===== src/rtl/burst_pkg.sv =====
package burst_pkg;
  typedef enum logic [1:0] {
    ST_RUN    = 2'd0,
    ST_SLEEP  = 2'd1,
    ST_ACTIVE = 2'd2
  } burst_state_e;
endpackage


===== src/rtl/burst_blank_timer.sv =====
module burst_blank_timer #(
  parameter int unsigned LIMIT = 1000
) (
  input  logic clk,
  input  logic rst_n,
  input  logic arm_i,
  input  logic low_i,
  output logic expire_o
);
  localparam int unsigned CW = (LIMIT > 1) ? $clog2(LIMIT) : 1;
  localparam logic [CW-1:0] LAST = CW'(LIMIT - 1);

  logic [CW-1:0] cnt;

  assign expire_o = arm_i && low_i && (cnt == LAST);

  always_ff @(posedge clk) begin
    if (!rst_n) cnt <= '0;
    else if (!arm_i || !low_i || expire_o) cnt <= '0;
    else cnt <= cnt + 1'b1;
  end


  clear_on_high_chk: assert property (@(posedge clk) disable iff (!rst_n)
    !low_i |=> (cnt == '0));


  no_overrun_chk: assert property (@(posedge clk) disable iff (!rst_n)
    cnt <= LAST);
endmodule


===== src/rtl/burst_fsm.sv =====
module burst_fsm
  import burst_pkg::*;
(
  input  logic         clk,
  input  logic         rst_n,
  input  logic         expire_i,
  input  logic         wake_i,
  input  logic         sleep_i,
  input  logic         exit_i,
  output burst_state_e state_o
);
  burst_state_e state, nxt;

  always_comb begin
    nxt = state;
    unique case (state)
      ST_RUN:    if (expire_i) nxt = ST_SLEEP;
      ST_SLEEP:  if (exit_i) nxt = ST_RUN; else if (wake_i) nxt = ST_ACTIVE;
      ST_ACTIVE: if (exit_i) nxt = ST_RUN; else if (sleep_i) nxt = ST_SLEEP;
      default:   nxt = ST_RUN;
    endcase
  end

  always_ff @(posedge clk) begin
    if (!rst_n) state <= ST_RUN;
    else state <= nxt;
  end

  assign state_o = state;


  entry_needs_expiry_chk: assert property (@(posedge clk) disable iff (!rst_n)
    (state == ST_RUN && !expire_i) |=> (state == ST_RUN));


  exit_to_run_chk: assert property (@(posedge clk) disable iff (!rst_n)
    (state != ST_RUN && exit_i) |=> (state == ST_RUN));


  exit_priority_chk: assert property (@(posedge clk) disable iff (!rst_n)
    (state != ST_RUN && exit_i && (wake_i || sleep_i)) |=> (state == ST_RUN));


  wake_chk: assert property (@(posedge clk) disable iff (!rst_n)
    (state == ST_SLEEP && wake_i && !exit_i) |=> (state == ST_ACTIVE));


  sleep_chk: assert property (@(posedge clk) disable iff (!rst_n)
    (state == ST_ACTIVE && sleep_i && !exit_i) |=> (state == ST_SLEEP));
endmodule


===== src/rtl/burst_out_decode.sv =====
module burst_out_decode
  import burst_pkg::*;
(
  input  burst_state_e state_i,
  output logic         burst_flag_o,
  output logic         bias_en_o,
  output logic         ilim_low_o,
  output logic         pwm_allow_o
);
  always_comb begin
    burst_flag_o = (state_i != ST_RUN);
    ilim_low_o   = (state_i != ST_RUN);
    bias_en_o    = (state_i != ST_SLEEP);
    pwm_allow_o  = (state_i != ST_SLEEP);
  end
endmodule


===== src/rtl/burst_ctrl.sv =====
module burst_ctrl
  import burst_pkg::*;
#(
  parameter int unsigned CLK_FREQ_HZ = 50_000_000,
  parameter int unsigned BLANK_MS    = 20
) (
  input  logic clk,
  input  logic rst_n,
  input  logic fb_lo_entry_i,
  input  logic fb_hi_wake_i,
  input  logic fb_lo_sleep_i,
  input  logic fb_hi_exit_i,
  output logic burst_flag_o,
  output logic bias_en_o,
  output logic ilim_low_o,
  output logic pwm_allow_o
);
  localparam int unsigned BLANK_CYCLES = CLK_FREQ_HZ / 1000 * BLANK_MS;

  burst_state_e state;
  logic         expire;
  logic         armed;

  assign armed = (state == ST_RUN);

  burst_blank_timer #(.LIMIT(BLANK_CYCLES)) u_timer (
    .clk      (clk),
    .rst_n    (rst_n),
    .arm_i    (armed),
    .low_i    (fb_lo_entry_i),
    .expire_o (expire)
  );

  burst_fsm u_fsm (
    .clk      (clk),
    .rst_n    (rst_n),
    .expire_i (expire),
    .wake_i   (fb_hi_wake_i),
    .sleep_i  (fb_lo_sleep_i),
    .exit_i   (fb_hi_exit_i),
    .state_o  (state)
  );

  burst_out_decode u_dec (
    .state_i      (state),
    .burst_flag_o (burst_flag_o),
    .bias_en_o    (bias_en_o),
    .ilim_low_o   (ilim_low_o),
    .pwm_allow_o  (pwm_allow_o)
  );


  entry_bias_off_chk: assert property (@(posedge clk) disable iff (!rst_n)
    $rose(burst_flag_o) |-> (!bias_en_o && !pwm_allow_o && ilim_low_o));


  entry_flag_ignored_chk: assert property (@(posedge clk) disable iff (!rst_n)
    (burst_flag_o && !fb_hi_exit_i && !fb_hi_wake_i && !fb_lo_sleep_i)
      |=> ($stable(bias_en_o) && burst_flag_o));
endmodule


===== config.mk =====
export PLATFORM = sky130hd
export DESIGN_NAME = burst_ctrl
export DESIGN_NICKNAME = d
export VERILOG_FILES = /design/src/rtl/burst_pkg.sv /design/src/rtl/burst_blank_timer.sv /design/src/rtl/burst_fsm.sv /design/src/rtl/burst_out_decode.sv /design/src/rtl/burst_ctrl.sv
export SDC_FILE = /design/constraint.sdc
export NUM_CORES = 1
export LEC_CHECK = 0
export CAP_MARGIN = 5
export CORE_MARGIN = 1.5
export CORE_UTILIZATION = 30
export CTS_CLUSTER_DIAMETER = 60
export CTS_CLUSTER_SIZE = 14
export DETAILED_ROUTE_END_ITERATION = 12
export DONT_BUFFER_PORTS = 1
export PLACE_DENSITY = 0.51
export SLEW_MARGIN = 20
export SYNTH_ARGS = -nofsm -noshare
export SYNTH_HDL_FRONTEND = slang
export SYNTH_SLANG_ARGS = --single-unit

===== constraint.sdc =====
create_clock -name clk -period 3.15 [get_ports clk]
set_input_delay 0.315 -clock clk [delete_from_list [all_inputs] [get_ports clk]]
set_output_delay 0.315 -clock clk [all_outputs]
set_load 0.02 [all_outputs]

==> results.md <==
- Die Width: 63.1 um
- Routed WL: 2090 um
- Post-DP HPWL: 1580 um
- # rows: 21
- Max cap viols: 0
- Placed cells: 172
- Cell Area, Synth: 1080 um2
- Placer Congestion: 0.777
- DRC Markers: 0
- Syn avg cell area: 8.39 um2
- Hold Slack: 0.110 ns
- RSZ-0062 raised after global routing: false
- Critical path launch point type: flop
- Gr ovfl total: 0
- H-tree depth: 1
- Largest net degree at the start of global routing: 21
- Metal1 wirelength: 968 um
- Area contributors post-synth: dfxtp_1 (41%), a21oi_1 (6.0%), nand3_1 (5.1%)
- Leakage: 0.329 nW
- Final setup fails: 0
- Seq/Total Area, Yosys: 40.7%
- Die Y: 63.1 um
- Fin crit share: 62.5%
- Mapped Nets: 136
- Dpl cell area: 1120 um2
- Cell Pwr Density: 384 nW/um2
- DR pass1 iterations: 4
- Design area: 1160 um2
- Initial Util: 31.9%
- Final ANT Viol Nets: 0
- Max Used Layer: met4
- Top-area cell type share of the netlist area: 40.7%
- Clk sink count: 22
- Area Growth Syn to Fin: 7.28%
- Worst-path clk slew: 0.12 ns
- NumNets Final: 138
- PortBufs: 0
- Setup TNS: 0 ns
- Number of I/O pins: 10
- Post-CTS setup buffers: 0
- DR WL met3: 71 um
- Final hold viol count: 0
- Worst slew pin tran: 0.877 ns
- Critical path arrival: 2.22 ns
- Total power: 0.000446 W
- Crit Path Max Fanout: 6
- DR vias/cell: 5.22
- Via total after detailed routing: 918
- First-pass GRT wire length: 3700 um
- Number of synthesis warnings: 0
- Clock skew: 0.00248 ns
- Clk_lat worst skew: 0.31 ns
- CP Class: reg2reg
- Cts repair resizes: 0
- Worst min-delay path category: in2reg
- Post-synth top area cell: dfxtp_1
- Clk root buf: clkbuf_4
- Met2 wire len: 1030 um
- CORE AREA: 3390 um2
- WP data required: 3.40 ns
- N_diodes: 0
- CTS Buffer Depth: 2
- Slew Viols, Final: 0
- Max Freq: 508 MHz
- Worst slew margin relative to its limit: 41.0%
- Initial antenna violation count: 0
- WL/cell: 11.8 um
- Non-Filler Instances: 176
- Crit. End Element: flop
- Vias in the first global route: 889
- VDD IR max: 0.194 mV
- Post-layout min period: 1.97 ns
- Total Routing Usage GR: 11.5%
- Initial DRC Count: 53
- CTS tree: done
- Fraction of layout cells with a size suffix above 1: 9.23%
- Total CTS buffers: 3
- Synth Register Bits: 22
- Unique masters post-synth: 33
- Outcome: complete, no violations
- Die area: 3980 um2
- Mapped Cells: 129
- Post-CTS Hold Fix Bufs: 0
## worst paths after layout
path	start	depth (start not counted)	slack, ns	end
max	u_timer.cnt[0]	5	1.18	u_timer.cnt[18]
min	rst_n	2	0.11	u_fsm.state_o[0]
max reg2reg	u_timer.cnt[0]	5	1.18	u_timer.cnt[18]
min reg2reg	u_timer.cnt[18]	2	0.49	u_timer.cnt[18]
## state kept, by name, summed over array words and instances, names as in the netlist
register	flops
u_timer.cnt	20
u_fsm.state_o	2
## cell usage after synthesis
cell and number:
or4b_2 1, and2_1 2, or4_1 3, nor4b_1 1, nand3_1 11, nor2b_1 1, nand2_1 6, nor2_1 13
nand4b_1 2, dfxtp_1 22, or3b_2 2, clkbuf_1 2, and3_1 2, a21oi_1 13, xnor2_1 5, nand3_4 1
nor4_1 3, inv_1 6, nand4_1 3, o21ai_0 7, nor3_1 2, o31ai_1 2, o2111ai_1 1, nand3b_1 1
o21a_1 1, o22ai_1 1, nand2b_1 2, or3_1 3, xor2_1 4, buf_4 2, or4_4 2, ha_1 1
and3_2 1
## per-layer routing
metal | global-route usage (%) | vias to the layer above
met1 | 13.3 | 436
li1 | - | 467
met3 | 3.21 | 2
met2 | 20.3 | 13
met4 | 3.61 | 0
met5 | 0 | -
## through the flow
step           setup slack (ns)  utilization, %
2_1_floorplan              1.35               -
3_3_place_gp               1.28            33.2
3_5_place_dp               1.21            33.2
4_1_cts                    1.17            34.3
5_1_grt                    1.09            34.3
6_report                   1.18            34.3
## cell usage in the layout (no fill, tap or decap)
cell type,instances
clkbuf_4,3
nor4b_1,1
or3_1,3
nor2_1,13
or4_4,2
nand3_1,11
nand2b_1,2
o31ai_1,2
inv_1,6
clkbuf_8,1
buf_4,1
and3_1,2
xor2_1,4
o2111ai_1,1
a21oi_1,13
ha_1,1
o22ai_1,1
nand4_1,3
nand2_1,6
dfxtp_1,22
o21a_1,1
nor2b_1,1
nand3b_1,1
or3b_2,2
nor4_1,3
nand4b_1,2
nor3_1,2
or4_1,3
and2_1,2
o21ai_0,7
nand3_4,1
and3_2,1
xnor2_1,5
or4b_2,1
## where the power goes
part           internal, W  leakage [nW]  switching, W
combinational   0.00000271         0.131    0.00000531
sequential        0.000279         0.177    0.00000143
clock            0.0000706        0.0210     0.0000864
total             0.000353         0.329     0.0000931
## layout make-up
type	instances	area, um2
Sequential cell	22	440
Tap cell	46	57.6
Timing Repair Buffer	1	7.51
Clock buffer	4	36.3
Inverter	6	22.5
Fill cell	353	2230
Multi-Input combinational cell	97	597
## kinds of logic after synthesis
logic type | share of synthesized area (%)
xor gates and xnor gates | 7.28
adders and majority gates | 1.16
AOI/OAI and AO/OA | 12.7
and+or+nand+nor | 34.0
buffers and inverters | 4.16
DFF | 40.7
## worst max-delay path: stages, from the launching register on
cell and delay [ns]:
dfxtp_1 0.41, ha_1 0.24, nand2_1 0.14, or4_4 0.56, or4_1 0.41, a21oi_1 0.15
Power figures use the tool's default switching activity.
